===== config.mk =====
export PLATFORM = sky130hd
export DESIGN_NAME = ddr_cmd_monitor
export DESIGN_NICKNAME = d
export VERILOG_FILES = /design/src/rtl/ddr_mon_pkg.sv /design/src/rtl/ddr_mon_ctrl.sv /design/src/rtl/ddr_mon_state.sv /design/src/rtl/ddr_cmd_monitor.sv
export SDC_FILE = /design/constraint.sdc
export NUM_CORES = 1
export LEC_CHECK = 0
export CAP_MARGIN = 0
export CORE_ASPECT_RATIO = 0.8
export CORE_MARGIN = 2
export CORE_UTILIZATION = 50
export DETAILED_ROUTE_END_ITERATION = 8
export PLACE_DENSITY = 0.84
export SLEW_MARGIN = 20
export SYNTH_ARGS = -nofsm -noshare
export SYNTH_HDL_FRONTEND = slang
export SYNTH_SLANG_ARGS = --single-unit

===== constraint.sdc =====
create_clock -name clk -period 2.1 [get_ports clk]
set_input_delay 0.42 -clock clk [delete_from_list [all_inputs] [get_ports clk]]
set_output_delay 0.42 -clock clk [all_outputs]
set_load 0.05 [all_outputs]

===== src/rtl/ddr_mon_pkg.sv =====
package ddr_mon_pkg;

  localparam int BANK_BITS = 2;
  localparam int NUM_BANKS = 1 << BANK_BITS;

  typedef enum logic [2:0] {
    CMD_NOP, CMD_ACT, CMD_RD, CMD_WR, CMD_BST, CMD_PRE, CMD_REF, CMD_MRS
  } cmdE;

  typedef enum logic [3:0] {
    RSN_NONE      = 4'd0,
    RSN_MRS_BUSY  = 4'd1,
    RSN_MRS_HOLD  = 4'd2,
    RSN_REF_BUSY  = 4'd3,
    RSN_RW_CLOSED = 4'd4,
    RSN_ACT_OPEN  = 4'd5,
    RSN_AP_LOCK   = 4'd6,
    RSN_ACT_TRP   = 4'd7
  } reasonE;

  typedef struct packed {
    logic                 flag;
    reasonE               code;
    logic                 actEn;
    logic                 preOne;
    logic                 preAll;
    logic                 burstStart;
    logic                 burstApWr;
    logic                 apClose;
    logic                 burstStop;
    logic                 mrsStart;
    logic [BANK_BITS-1:0] bank;
  } strobeS;

endpackage


===== src/rtl/ddr_mon_ctrl.sv =====
module ddr_mon_ctrl
  import ddr_mon_pkg::*;
(
  input  logic                 prevCke,
  input  logic                 csN,
  input  logic                 rasN,
  input  logic                 casN,
  input  logic                 weN,
  input  logic [BANK_BITS-1:0] ba,
  input  logic                 a10,
  input  logic [NUM_BANKS-1:0] bankOpen,
  input  logic [NUM_BANKS-1:0] bankRecov,
  input  logic                 lockActive,
  input  logic                 holdActive,
  output strobeS               stb
);

  cmdE  cmd;
  logic allIdle;

  // Command decode; a cycle after low CKE decodes as NOP
  always_comb begin
    cmd = CMD_NOP;
    if (prevCke && !csN) begin
      unique case ({rasN, casN, weN})
        3'b111:  cmd = CMD_NOP;
        3'b011:  cmd = CMD_ACT;
        3'b101:  cmd = CMD_RD;
        3'b100:  cmd = CMD_WR;
        3'b110:  cmd = CMD_BST;
        3'b010:  cmd = CMD_PRE;
        3'b001:  cmd = CMD_REF;
        default: cmd = CMD_MRS;
      endcase
    end
  end

  assign allIdle = ~|bankOpen && ~|bankRecov;

  // Rule checks; a rejected command raises no state strobe
  always_comb begin
    stb      = '0;
    stb.code = RSN_NONE;
    stb.bank = ba;
    if (cmd != CMD_NOP && holdActive) begin
      stb.flag = 1'b1;
      stb.code = RSN_MRS_HOLD;
    end else begin
      unique case (cmd)
        CMD_MRS: begin
          if (!allIdle) begin
            stb.flag = 1'b1;
            stb.code = RSN_MRS_BUSY;
          end else begin
            stb.mrsStart = 1'b1;
          end
        end
        CMD_REF: begin
          if (!allIdle) begin
            stb.flag = 1'b1;
            stb.code = RSN_REF_BUSY;
          end
        end
        CMD_ACT: begin
          if (bankOpen[ba]) begin
            stb.flag = 1'b1;
            stb.code = RSN_ACT_OPEN;
          end else if (bankRecov[ba]) begin
            stb.flag = 1'b1;
            stb.code = RSN_ACT_TRP;
          end else begin
            stb.actEn = 1'b1;
          end
        end
        CMD_RD, CMD_WR: begin
          if (lockActive) begin
            stb.flag = 1'b1;
            stb.code = RSN_AP_LOCK;
          end else if (!bankOpen[ba]) begin
            stb.flag = 1'b1;
            stb.code = RSN_RW_CLOSED;
          end else begin
            stb.burstStart = 1'b1;
            stb.burstApWr  = (cmd == CMD_WR) && a10;
            stb.apClose    = a10;
          end
        end
        CMD_BST: stb.burstStop = 1'b1;
        CMD_PRE: begin
          stb.preAll = a10;
          stb.preOne = !a10;
        end
        default: ;
      endcase
    end
  end

endmodule


===== src/rtl/ddr_mon_state.sv =====
module ddr_mon_state
  import ddr_mon_pkg::*;
#(
  parameter int BURST_LEN = 8,
  parameter int T_RP      = 3
) (
  input  logic                 clk,
  input  logic                 rst,
  input  logic                 cke,
  input  strobeS               stb,
  output logic                 prevCke,
  output logic [NUM_BANKS-1:0] bankOpen,
  output logic [NUM_BANKS-1:0] bankRecov,
  output logic                 lockActive,
  output logic                 holdActive,
  output logic                 violation,
  output logic [3:0]           reason
);

  localparam int BURST_CYC = BURST_LEN / 2;
  localparam int BURST_W   = $clog2(BURST_CYC + 1);
  localparam int REC_LOAD  = BURST_CYC + T_RP - 1;
  localparam int REC_W     = $clog2(REC_LOAD + 1);

  logic [BURST_W-1:0] burstCnt;
  logic               apWrQ;

  always_ff @(posedge clk) begin
    if (rst) begin
      prevCke    <= 1'b1;
      holdActive <= 1'b0;
      violation  <= 1'b0;
      reason     <= 4'd0;
    end else begin
      prevCke    <= cke;
      holdActive <= stb.mrsStart;
      violation  <= stb.flag;
      if (stb.flag) reason <= stb.code;
    end
  end

  // Burst window and auto-precharge write lockout
  always_ff @(posedge clk) begin
    if (rst) begin
      burstCnt <= '0;
      apWrQ    <= 1'b0;
    end else if (stb.burstStart) begin
      burstCnt <= BURST_W'(BURST_CYC - 1);
      apWrQ    <= stb.burstApWr;
    end else if (stb.burstStop) begin
      burstCnt <= '0;
      apWrQ    <= 1'b0;
    end else if (burstCnt != '0) begin
      burstCnt <= burstCnt - BURST_W'(1);
    end
  end

  assign lockActive = apWrQ && (burstCnt != '0);

  // Per-bank row state and recovery counters
  for (genvar i = 0; i < NUM_BANKS; i++) begin : g_bank
    logic             openQ;
    logic [REC_W-1:0] recCnt;
    logic             hit;

    assign hit = (stb.bank == BANK_BITS'(i));

    always_ff @(posedge clk) begin
      if (rst) begin
        openQ <= 1'b0;
      end else if (stb.actEn && hit) begin
        openQ <= 1'b1;
      end else if (stb.preAll || ((stb.preOne || stb.apClose) && hit)) begin
        openQ <= 1'b0;
      end
    end

    always_ff @(posedge clk) begin
      if (rst) begin
        recCnt <= '0;
      end else if (stb.apClose && hit) begin
        recCnt <= REC_W'(REC_LOAD);
      end else if (recCnt != '0) begin
        recCnt <= recCnt - REC_W'(1);
      end
    end

    assign bankOpen[i]  = openQ;
    assign bankRecov[i] = (recCnt != '0);
  end

endmodule


===== src/rtl/ddr_cmd_monitor.sv =====
module ddr_cmd_monitor
  import ddr_mon_pkg::*;
#(
  parameter int BURST_LEN = 8,
  parameter int T_RP      = 3
) (
  input  logic       clk,
  input  logic       rst,
  input  logic       cke,
  input  logic       csN,
  input  logic       rasN,
  input  logic       casN,
  input  logic       weN,
  input  logic [1:0] ba,
  input  logic       a10,
  output logic       violation,
  output logic [3:0] reason
);

  strobeS               stb;
  logic                 prevCke;
  logic [NUM_BANKS-1:0] bankOpen;
  logic [NUM_BANKS-1:0] bankRecov;
  logic                 lockActive;
  logic                 holdActive;

  ddr_mon_ctrl u_ctrl (
    .prevCke    (prevCke),
    .csN        (csN),
    .rasN       (rasN),
    .casN       (casN),
    .weN        (weN),
    .ba         (ba),
    .a10        (a10),
    .bankOpen   (bankOpen),
    .bankRecov  (bankRecov),
    .lockActive (lockActive),
    .holdActive (holdActive),
    .stb        (stb)
  );

  ddr_mon_state #(
    .BURST_LEN (BURST_LEN),
    .T_RP      (T_RP)
  ) u_state (
    .clk        (clk),
    .rst        (rst),
    .cke        (cke),
    .stb        (stb),
    .prevCke    (prevCke),
    .bankOpen   (bankOpen),
    .bankRecov  (bankRecov),
    .lockActive (lockActive),
    .holdActive (holdActive),
    .violation  (violation),
    .reason     (reason)
  );

endmodule


==> results of run 1 <==
[synthesized netlist by cell type, types with 2 or more instances]
library cell | n | area (sq um)
xnor2_1 | 5 | 43.79
nand3b_1 | 4 | 30.03
dfxtp_1 | 26 | 520.5
o21ai_0 | 9 | 45.04
nand2_1 | 7 | 26.28
nand2b_1 | 5 | 31.28
nand3_1 | 2 | 10.01
clkbuf_1 | 3 | 11.26
o211ai_1 | 3 | 22.52
o2bb2ai_1 | 3 | 26.28
mux4_2 | 2 | 45.04
a21oi_1 | 10 | 50.05
inv_1 | 14 | 52.55
mux2i_1 | 5 | 50.05
or3_1 | 3 | 18.77
and3b_1 | 3 | 26.28
nor2b_1 | 3 | 18.77
nor3_1 | 5 | 25.02
ha_1 | 10 | 125.1
a31oi_1 | 4 | 25.02
or2_2 | 7 | 43.79
nor2_1 | 5 | 18.77
or4_1 | 3 | 22.52
[where the power goes]
group	internal [uW]	switching (uW)	leakage [uW]
registers	565	37.3	0.000212
clock network	168	159	0.0000288
logic	509	440	0.000591
[cells in the final DEF, fill, tap and decap left out, types with 3 or more instances in the layout]
master           synthesis  final
buf_4                    1     32
dfxtp_1                 26     23
clkdlybuf4s50_1          0     12
a21oi_1                 10     10
inv_1                   14      9
o21ai_0                  9      8
nand2_1                  7      7
ha_1                    10      6
inv_2                    0      5
nor2_1                   5      5
nand2b_1                 5      5
xnor2_1                  5      5
mux2i_1                  5      5
or2_4                    0      4
a31oi_1                  4      4
nor3_1                   5      4
nand3b_1                 4      4
ha_4                     0      4
clkbuf_8                 0      4
or4_1                    3      3
nor2b_1                  3      3
or2_2                    7      3
and3b_1                  3      3
o211ai_1                 3      3
buf_6                    1      3
dfxtp_2                  0      3
[sequential cells by signal, summed over array words and instances, names as in the netlist]
| register | cells |
|---|---|
| u_state.apWrQ | 1 |
| u_state.burstCnt | 3 |
| u_state.g_bank.openQ | 4 |
| u_state.g_bank.recCnt | 12 |
| u_state.holdActive | 1 |
| u_state.prevCke | 1 |
| u_state.reason | 3 |
| u_state.violation | 1 |
[metrics by stage]
stage / util / setup TNS, ns / cells / hold WS, ns / instance area (sq um)
floorplan: - / 0 / 162 / 0.4436 / 1469
global placement: 0.6592 / -3.388 / 237 / 0.4535 / 1837
detailed placement: 0.6592 / -4.371 / 237 / 0.4609 / 1837
CTS: 0.7297 / 0 / 246 / 0.4754 / 2033
global route: 0.7382 / -0.02214 / 246 / 0.5104 / 2057
finish: 0.7382 / 0 / 246 / 0.4745 / 2057
[tightest hold or removal path, cell delays in order (launching register included)]
cell and delay [ns]:
dfxtp_1 0.32, nand2b_1 0.06, a21oi_1 0.06
[final cells by class]
class	instances	area, sq um	area share
tap	38	47.55	0.02311
multi-input combinational	116	974.7	0.4738
sequential	26	524.3	0.2549
clock buffer	4	55.05	0.02676
timing repair buffer	48	402.9	0.1959
inverter	14	52.55	0.02555
[logic make-up (layout without fill, tap and decap cells)]
logic type,Yosys count,after routing
compound gates,37,37
xor+xnor,6,6
fa+ha+maj,10,10
buf+inv,20,66
flops,26,26
mux,7,7
other cells,1,1
simple gates,55,55
[metal layers]
metal  global-route usage  vias up
met3              0.06667       10
met4              0.08865        0
met5                    0        -
met2               0.4618       35
met1               0.3027      675
li1                     -      669
[path summary, 6_finish.rpt]
kind                                                  start                 endpoint
worst max-delay path            u_state.g_bank[1].recCnt[0]  u_state.g_bank[3].openQ
worst min register to register            u_state.reason[2]        u_state.reason[2]
worst min-delay path                      u_state.reason[2]        u_state.reason[2]
worst max register to register  u_state.g_bank[1].recCnt[0]  u_state.g_bank[3].openQ
[timing repair]
item / 4_1_cts / 5_1_grt
resized for setup: 31 / 3
buffers inserted: 5 / 0
endpoints found under the setup margin: 5 / 5
pin swaps: 5 / 3
==> reports/qor.csv, run 1 <==
stage,metric,value,unit
place,# port buffers,13,
power,worst vdd ir,0.6066,mV
clock_tree,CTS root buffer,clkbuf_8,
worst_setup_path,Critical Path Most Common Cell,inv_2,
clock_tree,Post-CTS Hold Buffers,0,
clock_tree,Clock Tree Buf Depth,2,
worst_setup_path,critical path depth,8,
place,placed wire-length estimate,2768,um
drt,DR pass1 iterations,4,
timing,Least-Margin Pin Slew,0.5723,ns
timing,Final Skew,0.003933,ns
grt,Overflow after GRT,0,
floorplanning,Core ar.,0.002786,sq mm
worst_setup_path,worst-path fanout max,4,
grt,global-route wire length before repair,6568,um
worst_setup_path,"Data arrival, critical path",2.25,ns
yosys,sequential fraction of the synthesis area,0.3543,
drt,Routed Antenna Nets,0,
floorplanning,Boundary Pins,15,
grt,initial antenna violation count,0,
yosys,Mapped Nets,182,
layout,fraction of layout cells with a size suffix above 1,0.3317,
hold_path,Worst Hold Depth,2,
yosys,Post-Syn Area,0.001469,sq mm
yosys,Synth async-reset ratio,0,
clock_tree,CTS sink cnt,26,
yosys,main combinational cell family by area after synthesis,simple AND/OR/NAND/NOR gates,
worst_setup_path,R2R cell count,8,
floorplanning,Die Area,0.003390,sq mm
yosys,prevailing post-synth register cell,dfxtp_1,
worst_setup_path,startpoint types,flop,
drt,Routed WL,3887,um
worst_setup_path,CP required,2.27,ns
power,Pwr per Cell Area,912.5,mW/mm^2
job,max-cap violations,0,
worst_setup_path,kind of critical path,reg2reg,
worst_setup_path,crit-path cells,or2_4 -> inv_2 -> ha_4 -> buf_6 -> mux4_2 -> inv_2 -> or4_4 -> o21ai_0,
floorplanning,die height,52.48,um
yosys,"EDFF count, synth",0,
grt,largest net degree at the start of global routing,23,
grt,total track usage,0.2579,
clock_tree,Worst-path clk slew,0.09,ns
yosys,Yosys cell types,44,
yosys,post-synthesis compound-gate area fraction,0.1661,
floorplanning,row count,17,
yosys,synthesized area per cell,9.067,sq um
timing,Rel. slew slack,0.6178,
yosys,Yosys warnings,0,
outcome,status,completed,
drt,wl on met1,1639,um
timing,max-slew violation count,0,
worst_setup_path,crit-path max cell delay,0.53,ns
layout,# nets final,229,
timing,final setup fails,0,
grt,vias in the first global route,1408,
drt,met3 wire len,197,um
yosys,Syn Inst Count,162,
layout,Antenna diodes,0,
layout,area delta synth->final,40.03,%
clock_tree,H-tree depth,1,
layout,FILL cells,212,
worst_setup_path,"delay-heaviest family, CP",simple AND/OR/NAND/NOR gates,
drt,Max Used Layer,met4,
yosys,Yosys reg bits,26,
drt,DR vias,1389,
timing,final worst setup slack,0.02219,ns
timing,max frequency,481.3,MHz
worst_setup_path,critical path buffer and inverter count,3,
timing,final worst-path cycle share,0.9894,
timing,Hold Fails Final Rpt,0,
drt,DRC Markers,0,
power,Tot Pwr,1877,uW
drt,iteration-0 DRC count of the detailed router,114,
power,leakage power,0.0008323,uW
timing,Tmin final,2.078,ns
yosys,post-synthesis simple-gate area fraction,0.2317,
drt,DR vias/cell,5.646,
yosys,synthesized-area fraction occupied by xor and xnor cells,0.03578,
clock_tree,CTS Buf Count,3,
clock_tree,CTS tree,yes,
hold_path,worst hold path type,reg2reg,
clock_tree,"Clk Latency, worst-skew pair",0.27,ns
yosys,mux share of post-synthesis cell area,0.06474,
worst_setup_path,CP max-delay cell,or4_4,
floorplanning,initial core utilization,0.5272,
floorplanning,Die Wd,64.60,um
worst_setup_path,CP endpoint kind,flop,
drt,DR WL met2,1954,um
place,RD Place Congestion,0.8341,
timing,RSZ-0062 raised after global routing,yes,
yosys,fraction of the mapped netlist area in adder cells,0.08518,
drt,detailed-route wire length per cell,15.80,um
worst_setup_path,R2R setup slack,0.02,ns
place,Placement Setup Slack,-0.3931,ns
(Power assumes the default switching activity.)
==> run 2, diff against run 1 <==
--- a/config.mk
+++ b/config.mk
@@ -8,9 +8,10 @@
 export CAP_MARGIN = 0
 export CORE_ASPECT_RATIO = 0.8
 export CORE_MARGIN = 2
-export CORE_UTILIZATION = 50
+export CORE_UTILIZATION = 42
+export CTS_BUF_LIST = sky130_fd_sc_hd__clkbuf_8
 export DETAILED_ROUTE_END_ITERATION = 8
-export PLACE_DENSITY = 0.84
+export PLACE_DENSITY = 0.74
 export SLEW_MARGIN = 20
 export SYNTH_ARGS = -nofsm -noshare
 export SYNTH_HDL_FRONTEND = slang
==> reports/qor.csv, run 2 (synthesis gave the netlist of run 1 again) <==
stage,metric,value,unit
timing,Rel. slew slack,0.6530,
power,worst vdd ir,0.5698,mV
layout,multi-input logic area,970.9,sq um
drt,Routed Antenna Nets,0,
power,clock group share of total power,0.152,
timing,Hold Fails Final Rpt,0,
worst_setup_path,CP required,2.31,ns
layout,Largest Register,u_state.g_bank.recCnt,
power,P_int,1198,uW
clock_tree,CTS sink cnt,26,
timing,Least-Margin Pin Slew,0.5189,ns
floorplanning,Die Area,0.003989,sq mm
layout,fraction of layout cells with a size suffix above 1,0.2970,
drt,DR pass1 iterations,4,
worst_setup_path,"delay-heaviest family, CP",simple AND/OR/NAND/NOR gates,
worst_setup_path,Setup crit start,u_state.g_bank[1].recCnt[0],
layout,# nets final,224,
grt,global-route wire length before repair,6003,um
grt,vias in the first global route,1347,
hold_path,hold_sp,u_state.apWrQ,
timing,Final Skew,0.002814,ns
drt,DR vias,1349,
worst_setup_path,CP endpoint kind,flop,
drt,Routed WL,3682,um
drt,DRC Markers,0,
worst_setup_path,Worst R2R Start,u_state.g_bank[1].recCnt[0],
layout,FILL cells,290,
power,Sw Pwr,626.7,uW
floorplanning,Die Wd,70.12,um
grt,initial antenna violation count,0,
place,RD Place Congestion,0.8884,
worst_setup_path,CP max-delay cell,or3_4,
timing,final worst setup slack,0.07865,ns
worst_setup_path,crit-path cells,or2_4 -> inv_4 -> ha_4 -> buf_6 -> mux4_2 -> inv_2 -> or3_4 -> a211oi_4 -> o2bb2ai_1,
clock_tree,"Clk Latency, worst-skew pair",0.27,ns
clock_tree,CTS root buffer,clkbuf_8,
timing,Tmin final,2.021,ns
grt,Overflow after GRT,0,
place,placed cell area,0.001827,sq mm
worst_setup_path,critical path buffer and inverter count,3,
timing,final hold slack,0.4697,ns
timing,max-slew violation count,0,
power,part of the power in combinational logic,0.520,
power,Sw Share,0.3434,
grt,largest net degree at the start of global routing,23,
worst_setup_path,crit-path max cell delay,0.40,ns
layout,Antenna diodes,0,
worst_setup_path,worst-path fanout max,3,
floorplanning,Boundary Pins,15,
place,Placed Cells,239,
timing,final setup fails,0,
layout,area delta synth->final,36.12,%
worst_setup_path,startpoint types,flop,
clock_tree,CTS Buf Count,3,
floorplanning,row count,19,
timing,final worst-path cycle share,0.9625,
worst_setup_path,R2R setup slack,0.08,ns
clock_tree,H-tree depth,1,
place,placed wire-length estimate,2723,um
layout,"commonest non-fill, non-tap cell in the layout",buf_4,
layout,registers with the most flip-flops,"u_state.g_bank.recCnt: 12 flops, u_state.g_bank.openQ: 4 flops",
place,# port buffers,13,
floorplanning,initial core utilization,0.4321,
clock_tree,CTS tree,yes,
layout,post-route design area,0.001999,sq mm
layout,max reg flops,12,
hold_path,worst hold path type,reg2reg,
layout,"commonest cells after routing, fill and taps aside","buf_4, dfxtp_1, clkdlybuf4s50_1",
layout,"Cell Count, Final, Fillers Out",244,
power,Seq pwr share,0.328,
place,Placement Setup Slack,-0.3066,ns
grt,total track usage,0.1938,
outcome,status,completed,
job,max-cap violations,0,
clock_tree,Worst-path clk slew,0.09,ns
drt,detailed-route wire length per cell,15.09,um
drt,DR vias/cell,5.529,
floorplanning,die height,56.90,um
power,leakage power,0.0008053,uW
drt,iteration-0 DRC count of the detailed router,71,
power,Pwr per Cell Area,912.8,mW/mm^2
timing,max frequency,494.7,MHz
clock_tree,Clock Tree Buf Depth,2,
layout,Register Area,521.8,sq um
worst_setup_path,kind of critical path,reg2reg,
floorplanning,Core ar.,0.003400,sq mm
worst_setup_path,"Data arrival, critical path",2.23,ns
-- run 2: metrics by stage --
step	TNS (ns)	power [uW]	utilization
floorplan	0	1072	-
global placement	-3.330	1312	0.5374
detailed placement	-3.613	1376	0.5374
CTS	0	1708	0.5664
global route	-0.0004772	1933	0.5881
finish	0	1825	0.5881
-- run 2: repair_timing --
action	4_1_cts	5_1_grt
pin swaps	4	4
hold buffers	0	0
resized for setup	13	17
setup endpoints to repair	5	8
setup buffers	1	1
-- run 2: worst min-delay path, delay by kind of cell, from the launching register on --
kind	cells	cell delay, ns
AO/OA/AOI/OAI	1	0.05
AND/OR/NAND/NOR	1	0.06
flip-flops	1	0.32
-- run 2: cell type report --
| class | instances | share of cell area |
|---|---|---|
| Multi-Input combinational cell | 116 | 0.4856 |
| Sequential cell | 26 | 0.2610 |
| Timing Repair Buffer | 43 | 0.1790 |
| Inverter | 14 | 0.02753 |
| Tap cell | 42 | 0.02628 |
| Clock buffer | 3 | 0.02065 |
-- run 2: path summary, 6_finish.rpt --
path | endpoint | cells after the start
setup / recovery | u_state.reason[0] | 9
hold / removal | u_state.apWrQ | 2
setup reg to reg | u_state.reason[0] | 9
hold reg to reg | u_state.apWrQ | 2
-- run 2: per-layer routing --
metal | global-route usage | wire length, um | part of all wire
met5 | 0 | 0 | 0
met2 | 0.3252 | 1841 | 0.50
met1 | 0.2412 | 1653 | 0.45
met3 | 0.05027 | 124 | 0.034
met4 | 0.06868 | 62 | 0.017
-- run 2: power by group through the flow --
stage               clock, uW  sequential (uW)  combinational [uW]
detailed placement          0              605                 771
global route              297              607                1030
finish                    278              598                 950
floorplan                   0              637                 434
CTS                       281              594                 833
global placement            0              601                 711
==> run 3, diff against run 2 <==
--- a/config.mk
+++ b/config.mk
@@ -10,8 +10,9 @@
 export CORE_MARGIN = 2
 export CORE_UTILIZATION = 42
 export CTS_BUF_LIST = sky130_fd_sc_hd__clkbuf_8
+export CTS_CLUSTER_SIZE = 20
 export DETAILED_ROUTE_END_ITERATION = 8
-export PLACE_DENSITY = 0.74
+export PLACE_DENSITY = 0.72
 export SLEW_MARGIN = 20
 export SYNTH_ARGS = -nofsm -noshare
 export SYNTH_HDL_FRONTEND = slang
==> constraint.sdc (replaced) <==
create_clock -name clk -period 2.4 [get_ports clk]
set_input_delay 0.48 -clock clk [delete_from_list [all_inputs] [get_ports clk]]
set_output_delay 0.48 -clock clk [all_outputs]
set_load 0.05 [all_outputs]
==> reports/qor.csv, run 3 (synthesis gave the netlist of run 1 again) <==
stage,metric,value,unit
layout,"Cell Count, Final, Fillers Out",222,
clock_tree,CTS Buf Count,3,
floorplanning,initial core utilization,0.4321,
timing,RSZ-0062 raised after global routing,no,
layout,registers with the most flip-flops,"u_state.g_bank.recCnt: 12 flops, u_state.g_bank.openQ: 4 flops",
outcome,status,completed,
drt,Routed Antenna Nets,0,
grt,vias in the first global route,1270,
worst_setup_path,startpoint types,input port,
worst_setup_path,CP max-delay cell,mux4_2,
hold_path,worst hold path type,reg2reg,
place,# port buffers,13,
worst_setup_path,kind of critical path,in2reg,
place,Placed Cells,218,
timing,final worst-path cycle share,0.9526,
place,RD Place Congestion,0.8801,
clock_tree,H-tree depth,1,
drt,DR pass1 iterations,4,
grt,largest net degree at the start of global routing,23,
drt,iteration-0 DRC count of the detailed router,125,
grt,global-route wire length before repair,5388,um
power,leakage power,0.0006969,uW
worst_setup_path,"Data arrival, critical path",2.48,ns
power,Pwr per Cell Area,816.9,mW/mm^2
layout,FILL cells,314,
layout,post-route design area,0.001759,sq mm
layout,area delta synth->final,19.76,%
layout,Largest Register,u_state.g_bank.recCnt,
place,placed wire-length estimate,2246,um
layout,Antenna diodes,0,
clock_tree,CTS root buffer,clkbuf_8,
drt,DR vias/cell,5.514,
layout,"commonest non-fill, non-tap cell in the layout",dfxtp_1,
clock_tree,CTS sink cnt,26,
floorplanning,Die Wd,70.12,um
drt,DR vias,1224,
drt,DRC Markers,0,
layout,# nets final,201,
floorplanning,Boundary Pins,15,
clock_tree,CTS tree,yes,
layout,max reg flops,12,
clock_tree,"Clk Latency, worst-skew pair",0.28,ns
timing,Least-Margin Pin Slew,0.4974,ns
drt,Routed WL,2997,um
worst_setup_path,worst-path fanout max,4,
timing,final setup fails,0,
worst_setup_path,CP endpoint kind,flop,
timing,Tmin final,2.286,ns
floorplanning,die height,56.90,um
worst_setup_path,crit-path max cell delay,0.56,ns
drt,detailed-route wire length per cell,13.50,um
layout,final core occ,0.5175,
grt,total track usage,0.1701,
timing,max frequency,437.4,MHz
worst_setup_path,CP required,2.60,ns
floorplanning,row count,19,
timing,Final Skew,0.007370,ns
layout,"commonest cells after routing, fill and taps aside","dfxtp_1, inv_1, clkdlybuf4s50_1",
floorplanning,Die Area,0.003989,sq mm
timing,Hold Fails Final Rpt,0,
timing,max-slew violation count,0,
clock_tree,Clock Tree Buf Depth,2,
timing,Rel. slew slack,0.6674,
power,worst vdd ir,0.4393,mV
timing,final hold slack,0.4775,ns
clock_tree,Worst-path clk slew,0.10,ns
place,placed cell area,0.001669,sq mm
layout,multi-input logic area,879.6,sq um
layout,Register Area,520.5,sq um
grt,initial antenna violation count,0,
layout,fraction of layout cells with a size suffix above 1,0.1389,
worst_setup_path,crit-path cells,clkdlybuf4s50_1 -> mux4_2 -> buf_4 -> o2111a_1 -> mux2i_1 -> o311ai_0 -> o31ai_1,
floorplanning,Core ar.,0.003400,sq mm
job,max-cap violations,0,
grt,Overflow after GRT,0,
[run 3: cell count changes in the layout (fill, tap and decap cells not counted), sizes merged]
cell           delta
clkdlybuf4s50     +1
bufinv            +1
dlygate4sd2       -1
buf              -23
[run 3: metrics by stage]
stage | setup TNS [ns] | power (uW) | setup WS (ns)
floorplan | 0 | 937.6 | 0.3567
global placement | -0.1660 | 1023 | -0.03827
detailed placement | -0.7901 | 1055 | -0.1523
CTS | 0 | 1426 | 0.05535
global route | 0 | 1533 | 0.003789
finish | 0 | 1437 | 0.1138
[run 3: repair_timing]
action | in CTS | in global routing
setup buffers | 0 | 0
resized for setup | 0 | 4
setup endpoints to repair | 0 | 2
hold buffers | 0 | 0
[run 3: power breakdown]
part	switching (uW)	internal [uW]	total [uW]
combinational	277	257	534
sequential	43.0	490	533
clock	147	223	370
[run 3: worst paths after layout]
kind / from / endpoint / slack, ns / depth (start not counted)
worst max register to register: u_state.g_bank[3].recCnt[0] / u_state.g_bank[0].openQ / 0.17 / 7
worst max-delay path: ba[1] / u_state.g_bank[0].openQ / 0.11 / 7
worst min-delay path: u_state.reason[2] / u_state.reason[2] / 0.48 / 2
worst min register to register: u_state.reason[2] / u_state.reason[2] / 0.48 / 2
[run 3: final cells by class]
cell class / instances / share of cell area
clock inverter: 1 / 0.01707
inverter: 14 / 0.02987
tap: 42 / 0.02987
sequential: 26 / 0.2959
clock buffer: 3 / 0.02347
multi-input combinational: 116 / 0.5000
timing repair buffer: 20 / 0.1038
[run 3: routing by layer]
layer	up-vias	GRT usage	wire, um
li1	615	-	-
met1	583	0.2141	1407
met2	22	0.2884	1422
met3	4	0.04668	141
met4	0	0.04396	26
met5	-	0	0
[run 3: worst max-delay path, delay by kind of cell]
| family | cells | cell delay (ns) |
|---|---|---|
| buffers and inverters | 2 | 0.68 |
| multiplexers | 2 | 0.88 |
| AO/OA/AOI/OAI | 3 | 0.44 |
